$ cat src/rtl/ser_reg_bank.sv
module ser_reg_bank #(
  parameter int          LVL_W   = 5,
  parameter logic [15:0] DIV_RST = 16'd1
) (
  input  logic             clk,
  input  logic             rst_n,
  input  logic [2:0]       addr,
  input  logic             wr_en,
  input  logic             rd_en,
  input  logic [7:0]       wdata,
  output logic [7:0]       rdata,
  input  logic [7:0]       rx_data,
  input  logic [LVL_W-1:0] rx_level,
  input  logic             rx_timeout,
  input  logic             ovr_evt,
  input  logic             par_evt,
  input  logic             frm_evt,
  input  logic             brk_evt,
  input  logic             rx_fifo_err,
  input  logic             thr_empty,
  input  logic             tx_idle,
  input  logic             cts,
  input  logic             dsr,
  input  logic             ri,
  input  logic             dcd,
  output logic             rx_pop,
  output logic             tx_push,
  output logic [7:0]       tx_data,
  output logic [15:0]      divisor,
  output logic [7:0]       line_cfg,
  output logic [4:0]       modem_ctl,
  output logic             fifo_on,
  output logic             rx_clr,
  output logic             tx_clr,
  output logic [3:0]       rx_trig,
  output logic             irq
);

  localparam logic [2:0] A_DATA = 3'd0, A_IER = 3'd1, A_IIR = 3'd2, A_LCR = 3'd3,
                         A_MCR  = 3'd4, A_LSR = 3'd5, A_MSR = 3'd6, A_SCR = 3'd7;

  logic [3:0] ier;
  logic [7:0] lcr, scr, dll, dlm;
  logic [4:0] mcr;
  logic       fifo_en;
  logic [1:0] trig_sel;
  logic [3:0] lsr_err;
  logic [3:0] msr_d;
  logic       cts_q, dsr_q, ri_q, dcd_q, seen;
  logic       thr_q, thre_pend;

  wire dlab = lcr[7];
  wire wr_data = wr_en && addr == A_DATA;
  wire wr_ier  = wr_en && addr == A_IER;
  wire wr_fcr  = wr_en && addr == A_IIR;
  wire rd_iir  = rd_en && addr == A_IIR;
  wire rd_lsr  = rd_en && addr == A_LSR;
  wire rd_msr  = rd_en && addr == A_MSR;

  assign tx_push   = wr_data && !dlab;
  assign tx_data   = wdata;
  assign rx_pop    = rd_en && addr == A_DATA && !dlab;
  assign divisor   = {dlm, dll};
  assign line_cfg  = lcr;
  assign modem_ctl = mcr;
  assign fifo_on   = fifo_en;
  assign rx_clr    = wr_fcr && (wdata[1] || (wdata[0] != fifo_en));
  assign tx_clr    = wr_fcr && (wdata[2] || (wdata[0] != fifo_en));

  always_comb begin
    case (trig_sel)
      2'd0:    rx_trig = 4'd1;
      2'd1:    rx_trig = 4'd4;
      2'd2:    rx_trig = 4'd8;
      default: rx_trig = 4'd14;
    endcase
  end

  wire [LVL_W-1:0] trig_ext = {{(LVL_W-4){1'b0}}, rx_trig};
  wire rx_any  = rx_level != '0;
  wire rx_hit  = fifo_en ? (rx_level >= trig_ext) : rx_any;

  wire src_ls = ier[2] && (lsr_err != 4'd0);
  wire src_rx = ier[0] && (rx_hit || rx_timeout);
  wire src_tx = ier[1] && thre_pend;
  wire src_ms = ier[3] && (msr_d != 4'd0);
  wire pending = src_ls || src_rx || src_tx || src_ms;

  logic [2:0] iid;
  always_comb begin
    if (src_ls)      iid = 3'b011;
    else if (src_rx) iid = {rx_timeout, 2'b10};
    else if (src_tx) iid = 3'b001;
    else             iid = 3'b000;
  end

  wire [7:0] iir = {fifo_en, fifo_en, 2'b00, iid, !pending};
  assign irq = pending;

  wire [7:0] lsr = {fifo_en && rx_fifo_err, tx_idle, thr_empty, lsr_err, rx_any};
  wire [7:0] msr = {dcd, ri, dsr, cts, msr_d};

  wire [3:0] lsr_new = {brk_evt, frm_evt, par_evt, ovr_evt};
  wire [3:0] msr_new = seen ? {dcd ^ dcd_q, ri_q && !ri, dsr ^ dsr_q, cts ^ cts_q} : 4'd0;

  wire thre_set = (thr_empty && !thr_q) || (wr_ier && !dlab && wdata[1] && !ier[1] && thr_empty);
  wire thre_clr = tx_push || (rd_iir && pending && iid == 3'b001);

  always_comb begin
    case (addr)
      A_DATA:  rdata = dlab ? dll : rx_data;
      A_IER:   rdata = dlab ? dlm : {4'b0000, ier};
      A_IIR:   rdata = iir;
      A_LCR:   rdata = lcr;
      A_MCR:   rdata = {3'b000, mcr};
      A_LSR:   rdata = lsr;
      A_MSR:   rdata = msr;
      default: rdata = scr;
    endcase
  end

  always_ff @(posedge clk or negedge rst_n) begin
    if (!rst_n) begin
      ier <= '0;
      lcr <= '0;
      mcr <= '0;
      scr <= '0;
      dll <= DIV_RST[7:0];
      dlm <= DIV_RST[15:8];
      fifo_en  <= 1'b0;
      trig_sel <= 2'd0;
    end else if (wr_en) begin
      case (addr)
        A_DATA: if (dlab) dll <= wdata;
        A_IER:  if (dlab) dlm <= wdata; else ier <= wdata[3:0];
        A_IIR: begin
          fifo_en  <= wdata[0];
          trig_sel <= wdata[7:6];
        end
        A_LCR:  lcr <= wdata;
        A_MCR:  mcr <= wdata[4:0];
        A_SCR:  scr <= wdata;
        default: ;
      endcase
    end
  end

  always_ff @(posedge clk or negedge rst_n) begin
    if (!rst_n) begin
      lsr_err <= '0;
      msr_d   <= '0;
      cts_q   <= 1'b0;
      dsr_q   <= 1'b0;
      ri_q    <= 1'b0;
      dcd_q   <= 1'b0;
      seen    <= 1'b0;
    end else begin
      lsr_err <= (rd_lsr ? 4'd0 : lsr_err) | lsr_new;
      msr_d   <= (rd_msr ? 4'd0 : msr_d) | msr_new;
      cts_q   <= cts;
      dsr_q   <= dsr;
      ri_q    <= ri;
      dcd_q   <= dcd;
      seen    <= 1'b1;
    end
  end

  always_ff @(posedge clk or negedge rst_n) begin
    if (!rst_n) begin
      thr_q     <= 1'b1;
      thre_pend <= 1'b0;
    end else begin
      thr_q <= thr_empty;
      if (thre_clr)      thre_pend <= 1'b0;
      else if (thre_set) thre_pend <= 1'b1;
    end
  end

  a_r1_div_low: assert property (@(posedge clk) disable iff (!rst_n)
    (wr_en && addr == A_DATA && dlab) |=> divisor[7:0] == $past(wdata));

  a_r1_ier_hidden: assert property (@(posedge clk) disable iff (!rst_n)
    (wr_en && addr == A_IER && dlab) |=> ier == $past(ier));

  a_r5_line_first: assert property (@(posedge clk) disable iff (!rst_n)
    (ier[2] && lsr[4:1] != 4'd0) |-> (irq && rdata_iir_low() == 4'b0110));

  a_r8_lsr_cleared: assert property (@(posedge clk) disable iff (!rst_n)
    (rd_lsr && lsr_new == 4'd0) |=> lsr[4:1] == 4'd0);

  a_r9_msr_cleared: assert property (@(posedge clk) disable iff (!rst_n)
    (rd_msr && msr_new == 4'd0) |=> msr[3:0] == 4'd0);

  a_r7_thr_write_clears: assert property (@(posedge clk) disable iff (!rst_n)
    tx_push |=> !thre_pend);

  function automatic logic [3:0] rdata_iir_low();
    return iir[3:0];
  endfunction

endmodule

$ cat config.mk
export PLATFORM = sky130hd
export DESIGN_NAME = ser_reg_bank
export DESIGN_NICKNAME = d
export VERILOG_FILES = /design/src/rtl/ser_reg_bank.sv
export SDC_FILE = /design/constraint.sdc
export NUM_CORES = 1
export LEC_CHECK = 0
export BUFFER_PORTS_ARGS = -buffer_cell sky130_fd_sc_hd__buf_4
export CAP_MARGIN = 10
export CORE_ASPECT_RATIO = 1.75
export CORE_UTILIZATION = 56
export DETAILED_ROUTE_END_ITERATION = 10
export MAX_ROUTING_LAYER = met4
export PLACE_DENSITY = 0.87
export SLEW_MARGIN = 15
export SYNTH_ARGS = -nofsm -noshare
export SYNTH_HDL_FRONTEND = slang
export SYNTH_SLANG_ARGS = --single-unit
$ cat constraint.sdc
create_clock -name clk -period 4.3 [get_ports clk]
set_input_delay 0.86 -clock clk [delete_from_list [all_inputs] [get_ports clk]]
set_output_delay 0.86 -clock clk [all_outputs]
set_load 0.01 [all_outputs]
==> metrics.txt <==
Gate Count Post-Synth about 300; crit path max-delay cell type ha_1; antenna-violating nets left 0; final core utilization 0.7529; commonest non-fill, non-tap cells in the layout buf_4, dfrtp_1, mux2_2; Die ar. 5960 µm²; min-delay worst type register to register; Max Root-Sink Buffers 2; yosys warns 0; critical path cell sequence buf_4 -> inv_1 -> ha_1 -> nand2b_1 -> a211oi_1 -> o21a_1 -> o21a_1 -> a41o_1 -> buf_4; Final Hold Viols 0; Post-synth ARST share 1.000; setup repair bufs after CTS 0; number of global-route vias before repair between 2k and 3k; Netlist cell types 49; die width about 60 µm; post-CTS sizing 0; placer congestion estimate approximately 0.89; Worst Tran Pin Value between 0.8 and 0.9 ns; DRC Markers 0; WS Path Type primary input to output port; fin crit share 0.7372; hpwl dp between 6 and 7 mm; Final Setup Violations 0; slowest stage delay, CP 0.26 ns; Leak Pwr between 1.5 and 2 nW; number of flops mapped to enable cells by yosys 0; Via Count ~2.7k; Post-Syn Area ~3200 µm²; first-pass GRT wire length around 13 mm; Seq/Total Area, Yosys 0.4679; Skew-Pair Late Insertion Delay roughly 0.35 ns; remaining global-route overflow 0; maximum vdd ir drop ~370 µV; relative slew slack 0.4372; run status finished, final reports clean; Post-Layout Inst Area 4023 µm²; Hold-fix buffers, CTS 0; Final min period 3.170 ns; largest family of logic cells by synthesized area multiplexers; delay-heaviest family, CP compound AO/OA/AOI/OAI gates; Clock transition at path regs 0.07 ns; CP arrival approximately 2.3 ns; drt pass-1 iters 4; portion of netlist area occupied by mux cells 0.1952; CP max FO 4; max frequency between 300 and 400 MHz; H-tree depth 3; Buf/Inv on CP 3; RSZ-0062 raised after global routing false; crit end category output port; Total GRT Usage 0.3203; Synth Area in Simple Gates 0.1144; Synth Area in Compound Gates 0.1413; antenna violations before repair 0; drt total wl approximately 8.7 mm; root buffer cell clkbuf_8; Main synth FF type dfrtp_1; Clock Skew 0.004755 ns; Max Cap Viol 0; CTS Sinks around 60; Layout Area Growth over Synthesis 27.28%; Post-Synth Adder-Cell Area 0.01584; Synth Area in XOR/XNOR 0.01108; placed cell areas 3821 µm²; Initial Utilization 0.5916; WHS Path Cells 1; R2R depth 4; CP Depth 9; register bit count reported by yosys approximately 60; Syn Nets between 300 and 400; largest net degree at the start of global routing 60; NumNets Final 420; core area between 5000 and 6000 µm²; power per cell area roughly 460 nW/µm²; CP required between 3 and 4 ns; Port Buffers 94; CTS Buf Count 9; Startpoint Class primary input; sum of negative setup slack 0 ns; Site Rows 35; most common cell after layout, fill and taps aside buf_4; Mean Syn Cell Area about 11 µm²; initial drt markers 128; CTS tree yes; Ant. Diodes 0; I/O Pins 95; Die Ht between 100 and 150 µm; post-DR vias/cell about 5.9; final max-slew violation count 0; layout cell share with drive strength beyond 1 0.4278; post-DR wirelength/cell 19.02 µm
logic make-up (layout without fill, tap and decap cells):
kind of cell	count (synthesis)	after routing
other	1	1
multiplexers	56	56
adder cells (fa/ha/maj)	4	4
AO/OA/AOI/OAI	67	67
buffers and inverters	31	117
AND/OR/NAND/NOR	73	73
XOR/XNOR	4	4
flip-flops	59	59
worst register-to-register path: stages (launching register included):
cell	delay, ns
dfrtp_1	0.89
buf_4	0.30
nand3_1	0.14
nor3_2	0.65
mux2_2	0.42
report_power, final:
| group | switching, mW | total, mW | internal [mW] | leakage, nW |
|---|---|---|---|---|
| logic | 0.248 | 0.558 | 0.310 | 1.08 |
| registers | 0.118 | 0.794 | 0.676 | 0.690 |
| clock network | 0.229 | 0.512 | 0.283 | 0.0987 |
| total | 0.596 | 1.86 | 1.27 | 1.87 |
path summary, 6_finish.rpt:
check	start	to	slack, ns
setup / recovery	rx_level[0]	rdata[0]	1.13
hold / removal	scr[1]	scr[1]	0.51
setup reg to reg	line_cfg[7]	dll[6]	1.78
hold reg to reg	scr[1]	scr[1]	0.51
max in group asynchronous	rst_n	dll[6]	3.25
min in group asynchronous	rst_n	msr_d[2]	0.56
cell type report:
| cell class | count | area (µm²) |
|---|---|---|
| repair buffers | 95 | 713.2 |
| flip-flops and latches | 59 | 1479 |
| well taps | 74 | 92.59 |
| multi-input cells | 205 | 1514 |
| inverters | 6 | 22.52 |
| clock buffers | 10 | 137.6 |
| clock inverters | 6 | 63.81 |
| fillers | 430 | 1320 |
registers in the layout, summed over array words and instances (netlist names):
signal	cells
cts_q	1
dcd_q	1
dll	8
dlm	8
dsr_q	1
fifo_on	1
ier	4
line_cfg	8
lsr_err	4
modem_ctl	5
msr_d	4
ri_q	1
scr	8
seen	1
thr_q	1
thre_pend	1
trig_sel	2
per-stage QoR:
stage	cells	setup slack, ns	hold WS, ns	power, mW
finish	455	1.130	0.5108	1.864
global route	455	1.041	0.5258	1.940
CTS	455	1.117	0.5109	1.868
detailed placement	439	1.125	0.4943	1.358
global placement	439	1.192	0.4852	1.338
floorplan	295	1.411	0.4663	1.072
synthesized netlist by cell type (2+ instances only):
| cell type | instances | area (µm²) |
|---|---|---|
| xor2_1 | 4 | 35.03 |
| dfrtp_1 | 57 | 1426 |
| a32o_1 | 2 | 20.02 |
| mux2i_1 | 11 | 110.1 |
| ha_1 | 4 | 50.05 |
| nand2b_1 | 3 | 18.77 |
| nand2_1 | 26 | 97.59 |
| clkbuf_2 | 2 | 10.01 |
| buf_4 | 11 | 82.58 |
| mux2_2 | 45 | 506.7 |
| o21ai_0 | 17 | 85.08 |
| dfstp_2 | 2 | 52.55 |
| a21oi_1 | 11 | 55.05 |
| o211ai_1 | 2 | 15.01 |
| o22ai_1 | 2 | 12.51 |
| and3_1 | 2 | 12.51 |
| inv_1 | 6 | 22.52 |
| o31ai_1 | 2 | 15.01 |
| a32oi_1 | 2 | 17.52 |
| a31oi_1 | 3 | 18.77 |
| buf_2 | 6 | 30.03 |
| a21o_1 | 5 | 37.54 |
| o21a_1 | 5 | 37.54 |
| nor2_1 | 18 | 67.56 |
| nand3_1 | 8 | 40.04 |
| nor2b_1 | 4 | 25.02 |
| a211oi_1 | 2 | 15.01 |
| a22o_1 | 5 | 43.79 |
| o41ai_1 | 2 | 17.52 |
| or3_1 | 2 | 12.51 |
| clkbuf_1 | 6 | 22.52 |
per-layer routing:
layer / track usage / part of all wire / wire length [µm]
met2: 0.5297 / 0.53 / 4578
met1: 0.3492 / 0.37 / 3215
met3: 0.05236 / 0.057 / 491
met4: 0.2033 / 0.043 / 369
met5: - / 0 / 0
Note: power is estimated with default switching activity, not from simulation.
